[config.mk]
export PLATFORM = sky130hd
export DESIGN_NAME = pbus_mem_target
export DESIGN_NICKNAME = d
export VERILOG_FILES = /design/src/rtl/pbus_pkg.sv /design/src/rtl/pbus_aphase.sv /design/src/rtl/pbus_dphase_ctl.sv /design/src/rtl/pbus_word_store.sv /design/src/rtl/pbus_mem_target.sv
export SDC_FILE = /design/constraint.sdc
export NUM_CORES = 2
export LEC_CHECK = 0
export BUFFER_PORTS_ARGS = -buffer_cell sky130_fd_sc_hd__buf_2
export CAP_MARGIN = 25
export CELL_PAD_IN_SITES_DETAIL_PLACEMENT = 0
export CELL_PAD_IN_SITES_GLOBAL_PLACEMENT = 2
export CORE_AREA = 2 2 395 592
export DETAILED_ROUTE_END_ITERATION = 8
export DIE_AREA = 0 0 397 594
export GPL_ROUTABILITY_DRIVEN = 0
export PLACE_DENSITY_LB_ADDON = 0.1
export SLEW_MARGIN = 20
export SYNTH_ARGS = -nofsm -noshare
export SYNTH_HDL_FRONTEND = slang
export SYNTH_SLANG_ARGS = --single-unit
[constraint.sdc]
create_clock -name clk -period 5.3 [get_ports clk]
set_clock_uncertainty 0.05 [all_clocks]
set_input_delay 0.265 -clock clk [delete_from_list [all_inputs] [get_ports clk]]
set_output_delay 0.265 -clock clk [all_outputs]
set_load 0.02 [all_outputs]
[src/rtl/pbus_pkg.sv]
package pbus_pkg;

    typedef enum logic [1:0] {
        TR_IDLE   = 2'd0,
        TR_BUSY   = 2'd1,
        TR_NONSEQ = 2'd2,
        TR_SEQ    = 2'd3
    } trans_e;

    typedef enum logic {
        RSP_OKAY  = 1'b0,
        RSP_ERROR = 1'b1
    } resp_e;

    typedef struct packed {
        logic [31:0] addr;
        logic        write;
        logic [2:0]  size;
        logic        err;
    } aphase_t;

    function automatic logic kind_active(input logic [1:0] tr);
        return tr == TR_NONSEQ || tr == TR_SEQ;
    endfunction

    function automatic logic [3:0] lane_mask(input logic [2:0] sz, input logic [1:0] off);
        logic [3:0] m;
        case (sz)
            3'd0:    m = 4'b0001 << off;
            3'd1:    m = off[1] ? 4'b1100 : 4'b0011;
            default: m = 4'b1111;
        endcase
        return m;
    endfunction

endpackage

[src/rtl/pbus_aphase.sv]
module pbus_aphase
    import pbus_pkg::*;
#(
    parameter int AW     = 12,
    parameter int ERR_LO = 'h300,
    parameter int ERR_HI = 'h3FF
) (
    input  logic          clk,
    input  logic          rst,
    input  logic          sel_i,
    input  logic [AW-1:0] addr_i,
    input  logic [1:0]    trans_i,
    input  logic          write_i,
    input  logic [2:0]    size_i,
    input  logic          ready_i,
    output logic          take_o,
    output aphase_t       ap_o
);
    logic hit;

    assign take_o = ready_i && sel_i && kind_active(trans_i);
    assign hit    = (32'(addr_i) >= 32'(ERR_LO)) && (32'(addr_i) <= 32'(ERR_HI));

    always_ff @(posedge clk) begin
        if (rst) begin
            ap_o <= '0;
        end else if (take_o) begin
            ap_o.addr  <= 32'(addr_i);
            ap_o.write <= write_i;
            ap_o.size  <= size_i;
            ap_o.err   <= hit;
        end
    end

    assert_hold_R2: assert property (@(posedge clk) disable iff (rst)
        !ready_i |=> $stable(ap_o));

endmodule

[src/rtl/pbus_dphase_ctl.sv]
module pbus_dphase_ctl
    import pbus_pkg::*;
#(
    parameter int WW = 4
) (
    input  logic          clk,
    input  logic          rst,
    input  logic          take_i,
    input  logic [WW-1:0] waits_i,
    input  logic          err_i,
    output logic          ready_o,
    output resp_e         resp_o,
    output logic          done_o
);
    logic          act;
    logic [WW-1:0] cnt;
    logic          err2;

    assign ready_o = !act || (cnt == '0 && (!err_i || err2));
    assign resp_o  = (act && err_i && cnt == '0) ? RSP_ERROR : RSP_OKAY;
    assign done_o  = act && ready_o;

    always_ff @(posedge clk) begin
        if (rst) begin
            act  <= 1'b0;
            cnt  <= '0;
            err2 <= 1'b0;
        end else if (take_i) begin
            act  <= 1'b1;
            cnt  <= waits_i;
            err2 <= 1'b0;
        end else if (done_o) begin
            act  <= 1'b0;
        end else if (act) begin
            if (cnt != '0)
                cnt <= cnt - 1'b1;
            else if (err_i)
                err2 <= 1'b1;
        end
    end

    assert_err_second_R6: assert property (@(posedge clk) disable iff (rst)
        (resp_o == RSP_ERROR && !ready_o) |=> (resp_o == RSP_ERROR && ready_o));

    assert_err_first_R6: assert property (@(posedge clk) disable iff (rst)
        $rose(resp_o == RSP_ERROR) |-> !ready_o);

    assert_wait_okay_R9: assert property (@(posedge clk) disable iff (rst)
        (!ready_o && !$past(!ready_o)) |-> resp_o == RSP_OKAY || err_i);

endmodule

[src/rtl/pbus_word_store.sv]
module pbus_word_store #(
    parameter int DEPTH = 64,
    localparam int IW   = $clog2(DEPTH)
) (
    input  logic          clk,
    input  logic          we_i,
    input  logic [3:0]    be_i,
    input  logic [IW-1:0] idx_i,
    input  logic [31:0]   wdata_i,
    output logic [31:0]   rdata_o
);
    for (genvar b = 0; b < 4; b++) begin : g_lane
        logic [7:0] lane_q [DEPTH];

        always_ff @(posedge clk) begin
            if (we_i && be_i[b])
                lane_q[idx_i] <= wdata_i[8*b +: 8];
        end

        assign rdata_o[8*b +: 8] = lane_q[idx_i];
    end
endmodule

[src/rtl/pbus_mem_target.sv]
module pbus_mem_target
    import pbus_pkg::*;
#(
    parameter int AW     = 12,
    parameter int DEPTH  = 64,
    parameter int WW     = 4,
    parameter int ERR_LO = 'h300,
    parameter int ERR_HI = 'h3FF
) (
    input  logic          clk,
    input  logic          rst,
    input  logic          sel_i,
    input  logic [AW-1:0] addr_i,
    input  logic [1:0]    trans_i,
    input  logic          write_i,
    input  logic [2:0]    size_i,
    input  logic [31:0]   wdata_i,
    input  logic          ready_i,
    input  logic [WW-1:0] wait_cfg_i,
    output logic [31:0]   rdata_o,
    output logic          ready_o,
    output logic          resp_o
);
    localparam int IW = $clog2(DEPTH);

    logic    take;
    aphase_t ap;
    resp_e   rsp;
    logic    done;
    logic    we;

    pbus_aphase #(.AW(AW), .ERR_LO(ERR_LO), .ERR_HI(ERR_HI)) u_ap (
        .clk(clk), .rst(rst), .sel_i(sel_i), .addr_i(addr_i),
        .trans_i(trans_i), .write_i(write_i), .size_i(size_i),
        .ready_i(ready_i), .take_o(take), .ap_o(ap)
    );

    pbus_dphase_ctl #(.WW(WW)) u_ctl (
        .clk(clk), .rst(rst), .take_i(take), .waits_i(wait_cfg_i),
        .err_i(ap.err), .ready_o(ready_o), .resp_o(rsp), .done_o(done)
    );

    assign we     = done && ap.write && !ap.err;
    assign resp_o = rsp;

    pbus_word_store #(.DEPTH(DEPTH)) u_mem (
        .clk(clk), .we_i(we), .be_i(lane_mask(ap.size, ap.addr[1:0])),
        .idx_i(ap.addr[IW+1:2]), .wdata_i(wdata_i), .rdata_o(rdata_o)
    );

    assert_reset_state_R1: assert property (@(posedge clk)
        rst |=> (ready_o && !resp_o));

    assert_no_err_write_R7: assert property (@(posedge clk) disable iff (rst)
        we |-> !resp_o);

endmodule

# Word-level counts from Yosys, hierarchy flattened
# Memories as Yosys holds them, arrays and structs flattened. A register that Yosys moved wholly into a read port is not among the register bits.
# Index checks and enable logic that the tools add are counted.
# totals
reg_bits	19
ramBits	2048
in_bits	58
out_inout_bits	34
wordCells	73
n_memories	4
# mem_list
name	words	width	rd	rd_ports_with_merged_regs	write_ports	line_no	source
u_mem.g_lane[0].lane_q	64	8	1	1	1	pbus_word_store.sv:13	logic [7:0] lane_q [DEPTH];
u_mem.g_lane[1].lane_q	64	8	1	1	1	pbus_word_store.sv:13	
u_mem.g_lane[2].lane_q	64	8	1	1	1	pbus_word_store.sv:13	
u_mem.g_lane[3].lane_q	64	8	1	1	1	pbus_word_store.sv:13	
# op_classes
add_sub_neg	1
n_lt_le_gt_ge	2
n_eq_ne	4
n_shift	1
mux	25
bitwise	2
reduce_logical	27
# ops
operator	count
$mux 6	8
$mux 4	5
$logic_and 1x1->1	13
$ge 12x10->1 const B	1
$le 12x10->1 const B	1
$mux 1	11
$pmux 4 s2	1
$reduce_bool 2->1	3
$eq 2x2->1 const B	2
$logic_not 4->1	1
$reduce_and 4->1	1
$reduce_bool 4->1	1
$shl 1x2->4 const A	1
$sub 4x1->4 const B	1
$eq 3x1->1 const B	1
$logic_not 3->1	1
$logic_or 1x1->1	3
$reduce_and 3->1	1
$logic_not 1->1	2
$ne 2x2->1 const B	1
$not 1->1	2
$reduce_or 2->1	1

# Longest topological paths before layout
# logic_depth
word_depth	10
mapped_depth	10
mapped_depth_nobuf	7

# Cells and area by module
# From an unflattened synthesis, not the netlist that was laid out.
# hier_totals
cells_unflattened	4569
area_unflattened_um2	80040.5
# modules_own_cells
module	instances	cells_each	area_per_inst_um2	seq_area_each_um2
pbus_word_store	1	4423	78684.2	61499.0
pbus_aphase	1	96	940.9	340.3
pbus_dphase_ctl	1	40	365.4	120.1
pbus_mem_target	1	10	50.0	0.0

# Worst setup path after synthesis
# Ideal clock, no wire load.
# synth_path
kind	register to output
startpoint	register (tool-made name)
endpoint	output port rdata_o[14]
arrival_time_ns	2.167
required_ns	4.985
slack_ns	2.818
path_stages_with_launch	10
path_buffers	5
path_cell_list	dfxtp_1 > buf_2 > buf_2 > buf_2 > buf_2 > clkbuf_1 > nor2_1 > o21ai_0 > a21oi_1 > a211oi_1
# synth_rtl
element	line_no	source
end, declared	pbus_mem_target.sv:20	output logic [31:0] rdata_o,

==> out/results.txt <==
Status = finished, final reports clean
Critical path arrival = 4.85 ns
Boundary Pins = 92
Logic pwr share = 0.038
CTS tree = built
Vias in the first global route = 40900
Worst Max-Slew Pin Slew = 1.17 ns
H-tree depth = 4
Sw Ratio = 0.215
GR Overflow Total = 0
Routed vias = 39500
Drt total wl = 257000 um
Lkg Pwr = 27.3 nW
Port buffer count = 90
CTS Sinks = 2073
Count of cell types in the netlist = 41
Root Buffer = clkbuf_16
Rows = 216
Clk_lat worst skew = 0.87 ns
Buffer count from post-CTS setup fixing = 0
Post-Syn Area = 80400 um2
Clock group share of total power = 0.430
Max-cap violations = 0
Kind of critical path = flip-flop to output pin
RSZ-0062 raised after global routing = false
Starting DRT DRC Count = 3591
Core area = 231000 um2
Endpoints failing setup = 0
Placed Cells = 6893
Post-route insts no fill = 7328
Commonest non-fill, non-tap cell in the layout = edfxtp_1
Main synth FF type = edfxtp_1
Layout cells sized above 1 = 0.249
DR DRC count = 0
CP Capture Type = output pin
TritonCTS Buffers = 210
Initial antenna violation count = 30
Slew headroom = 0.218
Startpoint Class = flip-flop
Register area share after synthesis = 0.771
Min Tclk post-route = 5.16 ns
Post-DP Area = 85000 um2
Tcrit/Tclk final = 0.974
GRT Util Overall = 0.216
DP HPWL = 168000 um
Sequential share of power = 0.532
Largest net degree at the start of global routing = 80
Max VDD drop = 0.000257 V
Synth Register Bits = 2073
EDFF count, synth = 2048
Mapped Avg Cell Area = 21.0 um2
WL/cell = 35.1 um
Die Height = 594 um
First-pass GRT wire length = 349000 um
Cell area power density = 368 nW/um2
Internal Pwr Total = 26.6 mW
Crit path required time = 4.99 ns
Fmax = 194 MHz
Starting Density = 0.349
Die width = 397 um
Post-Syn Instances = 3823
Post-DRT Antenna Nets = 0
Post-cts resize count = 0
Psw = 7.28 mW
Fill count = 20600
First-pass detailed-route iteration total = 5
Post-Syn Nets = 3882
Setup_tns = 0 ns
Final Core Density = 0.399
DP Worst Slack = 1.05 ns
Most frequent cells in the layout = edfxtp_1 (2048), mux4_2 (475), nor2_1 (281), clkbuf_16 (213), mux2i_1 (200)
Worst-path clk slew = 0.06 ns
Design area = 92000 um2
Slew Viols, Final = 0
Yosys warns = 0
Area Overhead vs Synth = 14.5%
Layout Nets = 4163
CTS Buffer Depth = 4
Via density = 5.39
Final setup margin = 0.137 ns
Final Hold Viols = 0
Asr flop ratio synth = 0
Die footprint = 236000 um2
Worst hold path type = primary input to flip-flop
Worst-path fanout max = 57
## power by group through the flow
stage	registers, mW	clock network (mW)	logic [mW]
2_1_floorplan	18.4	0	0.571
5_1_grt	18.0	15.5	1.37
3_5_place_dp	18.4	0	1.31
4_1_cts	18.0	14.9	1.33
6_report	18.0	14.6	1.29
3_3_place_gp	18.4	0	1.29
## repair_timing
item,in CTS,in global routing
hold buffers,42,1
endpoints found under the hold margin,127,64
setup endpoints to repair,0,0
## routing by layer
metal / part of all wire / track usage / up-vias
met5: 0.000051 / 0 / -
met4: 0.029 / 0.0654 / 2
met3: 0.046 / 0.0267 / 306
met2: 0.52 / 0.381 / 1124
met1: 0.40 / 0.277 / 21700
li1: - / - / 16400
## cell type report
| cell class | instances | area [um2] | share of cell area |
|---|---|---|---|
| antenna | 15 | 37.5 | 0.000408 |
| clock inverter | 119 | 1050 | 0.0114 |
| timing repair buffer | 297 | 2360 | 0.0256 |
| tap | 3052 | 3820 | 0.0415 |
| inverter | 4 | 15.0 | 0.000163 |
| multi-input combinational | 1518 | 17300 | 0.188 |
| clock buffer | 250 | 5470 | 0.0594 |
| sequential | 2073 | 62000 | 0.674 |
## registers in the layout, summed over array words and instances (netlist names), named ones only
name	cells
u_mem.g_lane.lane_q	2048
u_ctl.cnt	4
u_ap.ap_o	13
u_ctl.err2	1
u_ctl.act	1
## cells by family (layout without fill, tap and decap cells)
kind of cell,after synthesis,after routing,share of synthesized area
AOI/OAI and AO/OA,294,294,0.0255
xor gates and xnor gates,3,3,0.000327
adders and majority gates,1,1,0.000156
buffers and inverters,232,670,0.0148
DFF,2073,2073,0.771
muxes,694,694,0.161
other,0,15,0
and+or+nand+nor,526,526,0.0275
## cell usage after synthesis, drive strengths merged, types with 28 or more instances
cell type / n / area (um2)
buf: 134 / 821
o221ai: 28 / 245
a21oi: 40 / 200
a22oi: 106 / 796
clkbuf: 94 / 353
o21ai: 37 / 185
mux4: 475 / 10700
edfxtp: 2048 / 61500
nand2: 129 / 484
mux2i: 200 / 2000
nor2: 287 / 1080
nand3: 42 / 210
## worst paths after layout
path | slack (ns) | startpoint | to | depth (start not counted)
setup / recovery | 0.14 | flip-flop | rdata_o[24] | 6
hold / removal | 0.03 | wdata_i[12] | u_mem.g_lane[1].lane_q[47][4]$_DFFE_PP_ | 2
setup reg to reg | 1.68 | u_ap.ap_o[11]$_SDFFE_PP0P_ | u_mem.g_lane[2].lane_q[18][1]$_DFFE_PP_ | 3
hold reg to reg | 0.45 | u_ctl.err2$_SDFFE_PP0P_ | u_ctl.err2$_SDFFE_PP0P_ | 2
## worst max-delay path, cell delays in order, from the launching register on
cell and delay (ns):
dfxtp_4 0.86, buf_12 0.43, mux4_2 0.35, mux2i_1 0.14, o2111ai_1 0.66, a2bb2oi_1 0.96, buf_2 0.34
## stage by stage
| step | hold slack [ns] | total power, mW |
|---|---|---|
| 6_report | 0.0265 | 33.9 |
| 4_1_cts | 0.00465 | 34.3 |
| 2_1_floorplan | 0.314 | 18.9 |
| 3_3_place_gp | 0.399 | 19.7 |
| 5_1_grt | 0.0303 | 34.9 |
| 3_5_place_dp | 0.400 | 19.7 |
Note: power is estimated with default switching activity, not from simulation.
